File: src/rtl/vxlat_pkg.sv
package vxlat_pkg;
  localparam int VA_W     = 64;
  localparam int IDX_W    = 10;
  localparam int OFF_W    = 13;
  localparam int LEVELS   = 3;
  localparam int PPN_W    = 32;
  localparam int PTE_W    = 64;
  localparam int PTE_LOG  = 3;
  localparam int TRANS_W  = OFF_W + LEVELS * IDX_W;
  localparam int PA_W     = PPN_W + OFF_W;
  localparam int BYPASS_W = TRANS_W - 2;
  localparam int PTE_FLAGS = 4;

  localparam int BIT_VALID = 0;
  localparam int BIT_RD    = 1;
  localparam int BIT_WR    = 2;
  localparam int BIT_EX    = 3;

  localparam logic [1:0] ACC_READ  = 2'd0;
  localparam logic [1:0] ACC_WRITE = 2'd1;
  localparam logic [1:0] ACC_EXEC  = 2'd2;

  typedef enum logic [2:0] {
    ST_IDLE, ST_CHECK, ST_LVL1, ST_LVL2, ST_LVL3, ST_DONE, ST_FAULT
  } walkState_t;

  typedef enum logic [1:0] {
    FLT_NONE, FLT_PAGE, FLT_PROT, FLT_MALFORMED
  } fault_t;

  typedef struct packed {
    logic       loadReq;
    logic       issue;
    logic [1:0] issueLvl;
    logic       finOk;
    logic       bypass;
    logic       finFault;
    fault_t     faultCode;
  } walkCtl_t;

  typedef struct packed {
    logic badAddr;
    logic userKernel;
    logic physRegion;
    logic entryValid;
    logic rightsOk;
  } walkStat_t;
endpackage

File: src/rtl/vxlat_dpath.sv
module vxlat_dpath
  import vxlat_pkg::*;
(
  input  logic             clk,
  input  logic             rstN,
  input  walkCtl_t         ctl,
  output walkStat_t        stat,
  input  logic [VA_W-1:0]  reqVa,
  input  logic [1:0]       reqAccess,
  input  logic             reqUser,
  input  logic [PPN_W-1:0] ptBase,
  input  logic [PTE_W-1:0] memRdData,
  output logic             memReqValid,
  output logic [PA_W-1:0]  memAddr,
  output logic [PA_W-1:0]  paOut,
  output fault_t           faultOut
);
  logic [VA_W-1:0]  vaQ;
  logic [1:0]       accQ;
  logic             userQ;
  logic [IDX_W-1:0] lvlIdx [LEVELS];
  logic [IDX_W-1:0] selIdx;
  logic [PPN_W-1:0] nextBase;
  logic [PA_W-1:0]  entryAddr;
  logic [VA_W-TRANS_W-1:0] upperBits;
  logic [1:0]       regionBits;
  logic [PPN_W-1:0] entryPpn;
  logic             unusedPteBits;

  generate
    for (genvar g = 0; g < LEVELS; g++) begin : gIdx
      assign lvlIdx[g] = vaQ[OFF_W + (LEVELS - 1 - g) * IDX_W +: IDX_W];
    end
  endgenerate

  assign upperBits  = vaQ[VA_W-1:TRANS_W];
  assign regionBits = vaQ[TRANS_W-1 -: 2];
  assign entryPpn   = memRdData[PTE_W-1 -: PPN_W];
  assign unusedPteBits = ^memRdData[PTE_W-PPN_W-1:PTE_FLAGS];

  always_comb begin
    stat.badAddr    = !((&upperBits) || (~|upperBits));
    stat.userKernel = userQ && regionBits[1];
    stat.physRegion = (regionBits == 2'b10);
    stat.entryValid = memRdData[BIT_VALID];
    case (accQ)
      ACC_READ:  stat.rightsOk = memRdData[BIT_RD];
      ACC_WRITE: stat.rightsOk = memRdData[BIT_WR];
      ACC_EXEC:  stat.rightsOk = memRdData[BIT_EX];
      default:   stat.rightsOk = 1'b0;
    endcase
  end

  always_comb begin
    selIdx = '0;
    for (int i = 0; i < LEVELS; i++) begin
      if (ctl.issueLvl == 2'(i)) selIdx = lvlIdx[i];
    end
  end

  assign nextBase  = (ctl.issueLvl == 2'd0) ? ptBase : entryPpn;
  assign entryAddr = {nextBase, {OFF_W{1'b0}}}
                   + {{(PA_W-IDX_W-PTE_LOG){1'b0}}, selIdx, {PTE_LOG{1'b0}}};

  always_ff @(posedge clk) begin
    if (!rstN) begin
      vaQ         <= '0;
      accQ        <= '0;
      userQ       <= 1'b0;
      memReqValid <= 1'b0;
      memAddr     <= '0;
      paOut       <= '0;
      faultOut    <= FLT_NONE;
    end else begin
      memReqValid <= ctl.issue;
      if (ctl.issue) memAddr <= entryAddr;
      if (ctl.loadReq) begin
        vaQ      <= reqVa;
        accQ     <= reqAccess;
        userQ    <= reqUser;
        paOut    <= '0;
        faultOut <= FLT_NONE;
      end else if (ctl.finOk) begin
        faultOut <= FLT_NONE;
        if (ctl.bypass) paOut <= {{(PA_W-BYPASS_W){1'b0}}, vaQ[BYPASS_W-1:0]};
        else            paOut <= {entryPpn, vaQ[OFF_W-1:0]};
      end else if (ctl.finFault) begin
        faultOut <= ctl.faultCode;
        paOut    <= '0;
      end
    end
  end

  AST_REQ_SINGLE: assert property (@(posedge clk) disable iff (!rstN)
    memReqValid |=> !memReqValid);
  AST_RESULT_HOLD: assert property (@(posedge clk) disable iff (!rstN)
    (!ctl.loadReq && !ctl.finOk && !ctl.finFault) |=> ($stable(paOut) && $stable(faultOut)));
  AST_FAULT_ZERO_PA: assert property (@(posedge clk) disable iff (!rstN)
    (faultOut != FLT_NONE) |-> (paOut == '0));
endmodule

File: src/rtl/vxlat_ctrl.sv
module vxlat_ctrl
  import vxlat_pkg::*;
(
  input  logic      clk,
  input  logic      rstN,
  input  logic      reqValid,
  input  logic      memRdValid,
  input  walkStat_t stat,
  output walkCtl_t  ctl,
  output logic      reqReady,
  output logic      done
);
  walkState_t state, nextState;

  always_ff @(posedge clk) begin
    if (!rstN) state <= ST_IDLE;
    else       state <= nextState;
  end

  always_comb begin
    ctl       = walkCtl_t'('0);
    nextState = state;
    case (state)
      ST_IDLE: if (reqValid) begin
        ctl.loadReq = 1'b1;
        nextState   = ST_CHECK;
      end
      ST_CHECK: begin
        if (stat.badAddr) begin
          ctl.finFault  = 1'b1;
          ctl.faultCode = FLT_MALFORMED;
          nextState     = ST_FAULT;
        end else if (stat.userKernel) begin
          ctl.finFault  = 1'b1;
          ctl.faultCode = FLT_PROT;
          nextState     = ST_FAULT;
        end else if (stat.physRegion) begin
          ctl.finOk  = 1'b1;
          ctl.bypass = 1'b1;
          nextState  = ST_DONE;
        end else begin
          ctl.issue    = 1'b1;
          ctl.issueLvl = 2'd0;
          nextState    = ST_LVL1;
        end
      end
      ST_LVL1, ST_LVL2: if (memRdValid) begin
        if (!stat.entryValid) begin
          ctl.finFault  = 1'b1;
          ctl.faultCode = FLT_PAGE;
          nextState     = ST_FAULT;
        end else begin
          ctl.issue    = 1'b1;
          ctl.issueLvl = (state == ST_LVL1) ? 2'd1 : 2'd2;
          nextState    = (state == ST_LVL1) ? ST_LVL2 : ST_LVL3;
        end
      end
      ST_LVL3: if (memRdValid) begin
        if (!stat.entryValid) begin
          ctl.finFault  = 1'b1;
          ctl.faultCode = FLT_PAGE;
          nextState     = ST_FAULT;
        end else if (!stat.rightsOk) begin
          ctl.finFault  = 1'b1;
          ctl.faultCode = FLT_PROT;
          nextState     = ST_FAULT;
        end else begin
          ctl.finOk = 1'b1;
          nextState = ST_DONE;
        end
      end
      ST_DONE, ST_FAULT: nextState = ST_IDLE;
      default: nextState = ST_IDLE;
    endcase
  end

  assign reqReady = (state == ST_IDLE);
  assign done     = (state == ST_DONE) || (state == ST_FAULT);

  AST_DONE_SINGLE: assert property (@(posedge clk) disable iff (!rstN)
    done |=> !done);
  AST_READY_AFTER_DONE: assert property (@(posedge clk) disable iff (!rstN)
    done |=> reqReady);
  AST_BAD_NO_WALK: assert property (@(posedge clk) disable iff (!rstN)
    (state == ST_CHECK && stat.badAddr) |=> (state == ST_FAULT));
endmodule

File: src/rtl/vxlat_walker.sv
module vxlat_walker
  import vxlat_pkg::*;
(
  input  logic             clk,
  input  logic             rstN,
  input  logic             reqValid,
  output logic             reqReady,
  input  logic [VA_W-1:0]  reqVa,
  input  logic [1:0]       reqAccess,
  input  logic             reqUser,
  input  logic [PPN_W-1:0] ptBase,
  output logic             memReqValid,
  output logic [PA_W-1:0]  memAddr,
  input  logic             memRdValid,
  input  logic [PTE_W-1:0] memRdData,
  output logic             done,
  output logic [PA_W-1:0]  paOut,
  output logic [1:0]       faultCode
);
  walkCtl_t  ctl;
  walkStat_t stat;
  fault_t    faultOut;

  vxlat_ctrl uCtrl (
    .clk(clk), .rstN(rstN), .reqValid(reqValid), .memRdValid(memRdValid),
    .stat(stat), .ctl(ctl), .reqReady(reqReady), .done(done)
  );

  vxlat_dpath uDpath (
    .clk(clk), .rstN(rstN), .ctl(ctl), .stat(stat), .reqVa(reqVa),
    .reqAccess(reqAccess), .reqUser(reqUser), .ptBase(ptBase),
    .memRdData(memRdData), .memReqValid(memReqValid), .memAddr(memAddr),
    .paOut(paOut), .faultOut(faultOut)
  );

  assign faultCode = faultOut;

  AST_FETCH_ONLY_BUSY: assert property (@(posedge clk) disable iff (!rstN)
    memReqValid |-> !reqReady);
endmodule

File: config.mk
export PLATFORM = sky130hd
export DESIGN_NAME = vxlat_walker
export DESIGN_NICKNAME = d
export VERILOG_FILES = /design/src/rtl/vxlat_pkg.sv /design/src/rtl/vxlat_dpath.sv /design/src/rtl/vxlat_ctrl.sv /design/src/rtl/vxlat_walker.sv
export SDC_FILE = /design/constraint.sdc
export NUM_CORES = 1
export LEC_CHECK = 0
export ABC_AREA = 1
export BUFFER_PORTS_ARGS = -buffer_cell sky130_fd_sc_hd__buf_2
export CAP_MARGIN = 25
export CORE_MARGIN = 2
export CORE_UTILIZATION = 50
export CTS_BUF_LIST = sky130_fd_sc_hd__clkbuf_16
export CTS_CLUSTER_SIZE = 30
export DETAILED_ROUTE_END_ITERATION = 7
export GPL_TIMING_DRIVEN = 0
export PLACE_DENSITY = 0.87
export SYNTH_ARGS = -nofsm -noshare
export SYNTH_HDL_FRONTEND = slang
export SYNTH_SLANG_ARGS = --single-unit
File: constraint.sdc
create_clock -name clk -period 2 [get_ports clk]
set_clock_uncertainty 0.05 [all_clocks]
set_input_delay 0.3 -clock clk [delete_from_list [all_inputs] [get_ports clk]]
set_output_delay 0.3 -clock clk [all_outputs]
set_load 0.01 [all_outputs]
# Word-level counts from Yosys, hierarchy flattened
# Cells that the tools add are included.
# classes
shift	0
add_sub_neg	1
mux	42
reduce_logical	14
n_div	0
multipliers	0
n_eq_ne	14
n_bitwise	1
order_cmp	0
# op_table
operator	count
45-bit 2-to-1 mux	3
3-bit 2-to-1 mux	18
45-bit by 13-bit adder with 45-bit output	1
32-bit 2-to-1 mux	1
10-bit 2-to-1 mux	3
21-bit AND reduction	1
21-bit OR reduction	1
3-bit case mux with 4 select lines	1
5-bit 2-to-1 mux	2
3-bit == test, second input constant	3
3-bit case mux with 3 select lines	1
2-bit 2-to-1 mux	4
2-bit == test, second input constant	3
3-bit by 2-bit == test with 1-bit output, second input constant	2
1-bit 2-to-1 mux	6
2-bit != test, second input constant	3
3-bit case mux with 2 select lines	1
2-bit by 1-bit == test with 1-bit output, second input constant	2
2-bit logical NOT	2
2-bit OR reduction	2
3-bit by 1-bit == test with 1-bit output, second input constant	1
3-bit logical NOT	1
1-bit case mux with 3 select lines	1
3-bit AND reduction	1
other kinds (7)	8
# word_totals
ramBits	0
latch_bits	0
n_memories	0
rom_bits	0
output_inout_bits	95
ff_bits	163
wordCells	80

# Logic depth before layout (Yosys ltp)
# depth
depth_word	10
mapped_depth	14
depth_no_buf	13

# Modules after synthesis
# From an unflattened synthesis, not the netlist that was laid out.
# hier_totals
hier_cells	959
area_unflattened_um2	6857.8
# modules_own_cells
mod	cells_each	area_per_inst_um2	seq_area_each_um2	n_inst
vxlat_dpath	883	6434.9	3143.0	1
vxlat_ctrl	76	422.9	60.1	1

# Least setup slack after synthesis
# No wires, ideal clock.
# synth_path
kind	reg2reg
start	register uDpath.vaQ[54]
end	register uDpath.memAddr[15]
path_stages_with_launch	14
synth_period_minus_slack_ps	1631
arrival_time_ps	1466
n_path_buf	2
setup_slack_ps	369
required_time_ps	1835
path_cell_list	dfxtp_1 > nand2_1 > nor2_1 > nand2_1 > nor2_1 > nand2_1 > nand2_2 > nand2_1 > nor2_1 > nand2_1 > buf_6 > buf_2 > a21oi_1 > nor2_1
# synth_between
elab_chain_cells	10
elab_cells_between_ends	14
# synth_lines
item	line	source
start, declared	vxlat_dpath.sv:18	logic [VA_W-1:0] vaQ;
start signal, assigned	vxlat_dpath.sv:78	vaQ <= reqVa;
21-bit OR reduction	vxlat_dpath.sv:42	stat.badAddr = !((&upperBits) || (~|upperBits));
1-bit logical NOT	vxlat_dpath.sv:42	
1-bit logical OR *	vxlat_dpath.sv:42	
5-bit 2-to-1 mux *	vxlat_ctrl.sv:29	if (stat.badAddr) begin
3-bit case mux with 2 select lines *	vxlat_ctrl.sv:23	case (state)
2-bit logical NOT	vxlat_dpath.sv:57, vxlat_dpath.sv:61	
10-bit 2-to-1 mux (3 in a row)	vxlat_dpath.sv:57	if (ctl.issueLvl == 2'(i)) selIdx = lvlIdx[i];
45-bit by 13-bit adder with 45-bit output	vxlat_dpath.sv:63	+ {{(PA_W-IDX_W-PTE_LOG){1'b0}}, selIdx, {PTE_LOG{1'b0}}};
end signal, assigned	vxlat_dpath.sv:76	if (ctl.issue) memAddr <= entryAddr;
end, declared	vxlat_dpath.sv:14	output logic [PA_W-1:0] memAddr,
# Every way passes the cells marked *; elsewhere a longest branch is shown, timed or not.
# A chain may end at the register's enable or synchronous reset.

# Worst setup path in the final report
# layout_path
start	register uDpath.vaQ[63]
end	register uDpath.memAddr[5]
# layout_between
elab_chain_cells	10
elab_cells_between_ends	13
# layout_lines
item	line
21-bit OR reduction	vxlat_dpath.sv:42
1-bit logical NOT	vxlat_dpath.sv:42
1-bit logical OR *	vxlat_dpath.sv:42
5-bit 2-to-1 mux *	vxlat_ctrl.sv:29
3-bit case mux with 2 select lines *	vxlat_ctrl.sv:23
2-bit logical NOT	vxlat_dpath.sv:57
10-bit 2-to-1 mux (3 in a row)	vxlat_dpath.sv:57
45-bit by 13-bit adder with 45-bit output	vxlat_dpath.sv:63
# Marked as above.

==> impl_results.md <==
- Initial antenna violation count: 2
- Total wire length: roughly 27 mm
- Run status: completed
- Design Area, Final: between 0.009 and 0.01 sq mm
- Via density per instance: approximately 5.7
- Synthesized cell area: about 0.0074 sq mm
- Post-synth EDFFs: 0
- Post-synthesis mux area share: 0%
- Post-Synth Simple-Gate Area: 34.7%
- Yosys reg bits: 160
- WHS Path Cells: 3
- Worst-margin pin slew: between 0.6 and 0.7 ns
- Synth Area in Adders: 0%
- Layout fillers: 1258
- CP arrival: between 2 and 2.5 ns
- Synth async-reset ratio: 0%
- Post-DP HPWL: 19.2 mm
- Drt pass-1 iters: 5
- Synth top area cells: dfxtp_1 43%, nand2_1 17%, a21oi_1 11%
- Total track usage: about a third
- Share of layout cells above drive strength 1: between 20 and 30%
- CTS buffer count: 17
- Startpoint types: flip-flop
- CTS tree: done
- Clk pin slew, worst setup/hold paths: ~0.060 ns
- Die H: 125 um
- Met2 WL: 12.6 mm
- Area leader, netlist: dfxtp_1
- Hold Crit Class: primary input to flip-flop
- Overflow after GRT: 0
- GPL Wtd Cong: just under 1
- Largest family of logic cells by synthesized area: simple AND/OR/NAND/NOR gates
- Cell variety after synth: 26
- Initial core utilization: between 50% and 60%
- Htree depth: 4
- RSZ-0062 raised after global routing: true
- Worst-skew pair later-pin latency: between 0.4 and 0.5 ns
- Slew HR: between 50% and 60%
- Reg2reg start: uDpath.vaQ[63]$_SDFFE_PN0P_
- Final cell utilization of the core: 67.9%
- Fin. Hold Viols: 0
- Post-Synth XOR/XNOR Area: 0%
- Leak pwr: roughly 4.7 nW
- Vias in the first global route: between 7000 and 8000
- Worst Setup SP: uDpath.vaQ[63]$_SDFFE_PN0P_
- Largest net degree at the start of global routing: 17
- Syn Area/Cell: 6.89 sq um
- Final Power: about 12 mW
- CTS max path bufs: 2
- Num rows: 44
- Antenna viol nets, final: 0
- Top routing layer used: met4
- Post-route DRC: 0
- Share of the synthesized area in the top cell type: approximately 43%
- Reg2Reg Depth: 13
- Area after DPL: about 0.009 sq mm
- Metal-1 WL: between 10 and 15 mm
- Post-synth top cells: 328 x nand2_1, 161 x a21oi_1, 160 x dfxtp_1
- Max-slew violations: 0
- Cells after Synth: around 1100
- Core box area: roughly 0.014 sq mm
- Post-CTS Hold Buffers: 0
- WL met3: around 2.7 mm
- Post-synth top flop: dfxtp_1
- Crit Path Max Fanout: 6
- Crit. End Element: flip-flop
- WP data required: between 2 and 2.5 ns
- First-pass GRT wire length: roughly 40 mm
- DR iter-0 viols: 900
- Final setup violation count: 0
- Die X: roughly 130 um
- Sink Count: between 150 and 200
- Number of port buffers: about 230
- Die Area: around 0.016 sq mm
- IO Pins: between 200 and 300
- Maximum VDD drop: between 0.7 and 0.8 mV
- Max-Cap Viols: 0
- Root Driver: clkbuf_16
- Final net count: between 1500 and 2000
- Final min period: just under 2 ns
- Top-count cell post-synth: nand2_1
- Area grow syn2layout: 33.3%
- Seq/Total Area, Yosys: a little over two fifths
- Worst min-delay path startpoint: reqVa[54]
- WL/cell: 17.4 um
- Final Cycle Share: a little over nine tenths
- Routed vias: between 8000 and 9000
- Power per Cell Area: between 1000 and 1500 mW/mm^2
- Synth warn: 0
- Complex-gate fraction of the synthesized area: between 10% and 20%
- Worst Path Class, Setup: flip-flop to flip-flop
- Fmax: 514 MHz
## routing by layer
layer,up-vias,GRT usage (%)
met1,3977,39.4
met5,-,0
li1,4078,-
met3,101,6.93
met4,0,14.0
met2,557,54.1
## critical path: stages (launching register included)
cell	delay, ns
dfxtp_1	0.43
nand4_1	0.12
nor2_1	0.17
nand2_2	0.11
nand2_4	0.10
nand2_4	0.06
nor2_4	0.13
nand2_4	0.08
buf_6	0.16
buf_6	0.12
buf_6	0.10
nand3b_1	0.09
nand2_1	0.06
nor2_1	0.10
## state kept, by name (all words and copies together) (netlist names)
name and flops:
uDpath.faultOut 2, uDpath.vaQ 64, uDpath.accQ 2, uDpath.memReqValid 1
uDpath.memAddr 42, uCtrl.state 3, uDpath.userQ 1, uDpath.paOut 45
## kinds of logic (layout without fill, tap and decap cells)
kind of cell,Yosys count,in the layout
other cells,1,5
compound gates,201,201
buf+inv,128,406
simple gates,580,580
flops,160,160
## report_power, final
part | internal [mW] | switching (mW)
Clock | 2.08 | 1.37
Sequential | 3.81 | 0.414
Combinational | 1.50 | 2.59
## layout make-up
cell class	count	area, sq um	share of cell area [%]
Tap cell	184	230	2.34
Clock inverter	15	194	1.97
Inverter	39	149	1.51
Sequential cell	160	3220	32.8
Buffer	87	512	5.20
Multi-Input combinational cell	784	3780	38.4
Clock buffer	17	425	4.33
Timing Repair Buffer	248	1320	13.4
Antenna cell	2	5.00	0.0509
## final timing paths
path / endpoint / slack [ns]
max: uDpath.memAddr[5]$_SDFFE_PN0P_ / 0.05
min: uDpath.vaQ[54]$_SDFFE_PN0P_ / 0.08
max reg2reg: uDpath.memAddr[5]$_SDFFE_PN0P_ / 0.05
min reg2reg: uDpath.vaQ[3]$_SDFFE_PN0P_ / 0.41
## through the flow
| stage | worst slack (ns) | setup TNS (ns) | hold WS (ns) | cells |
|---|---|---|---|---|
| finish | 0.0526 | 0 | 0.0751 | 1536 |
| global route | -0.0329 | -0.441 | 0.0842 | 1535 |
| CTS | 0.00177 | 0 | 0.0726 | 1523 |
| detailed placement | -0.143 | -5.80 | 0.403 | 1483 |
| global placement | -0.112 | -3.70 | 0.398 | 1483 |
| floorplan | 0.369 | 0 | 0.390 | 1072 |
## repair_timing
item / 4_1_cts / 5_1_grt
hold endpoints to repair: 0 / 0
endpoints found under the setup margin: 143 / 157
cloned: 0 / 0
setup buffers: 8 / 13
pin swaps: 4 / 12
gates resized for setup: 20 / 127
## cell usage in the layout, fill, tap and decap left out, types with 4 or more instances in the layout
master	instances
clkbuf_2	17
clkbuf_1	20
buf_6	11
nand3b_1	38
bufinv_16	4
nand4_1	31
a21oi_2	17
o22ai_1	5
nor2_2	4
dfxtp_2	14
o221ai_1	5
buf_2	244
buf_4	32
a21oi_1	143
o21ai_0	28
nand3_1	99
nor2_1	70
clkbuf_4	7
dfxtp_1	146
clkbuf_16	17
inv_1	37
nand2_1	323
Power figures use the tool's default switching activity.
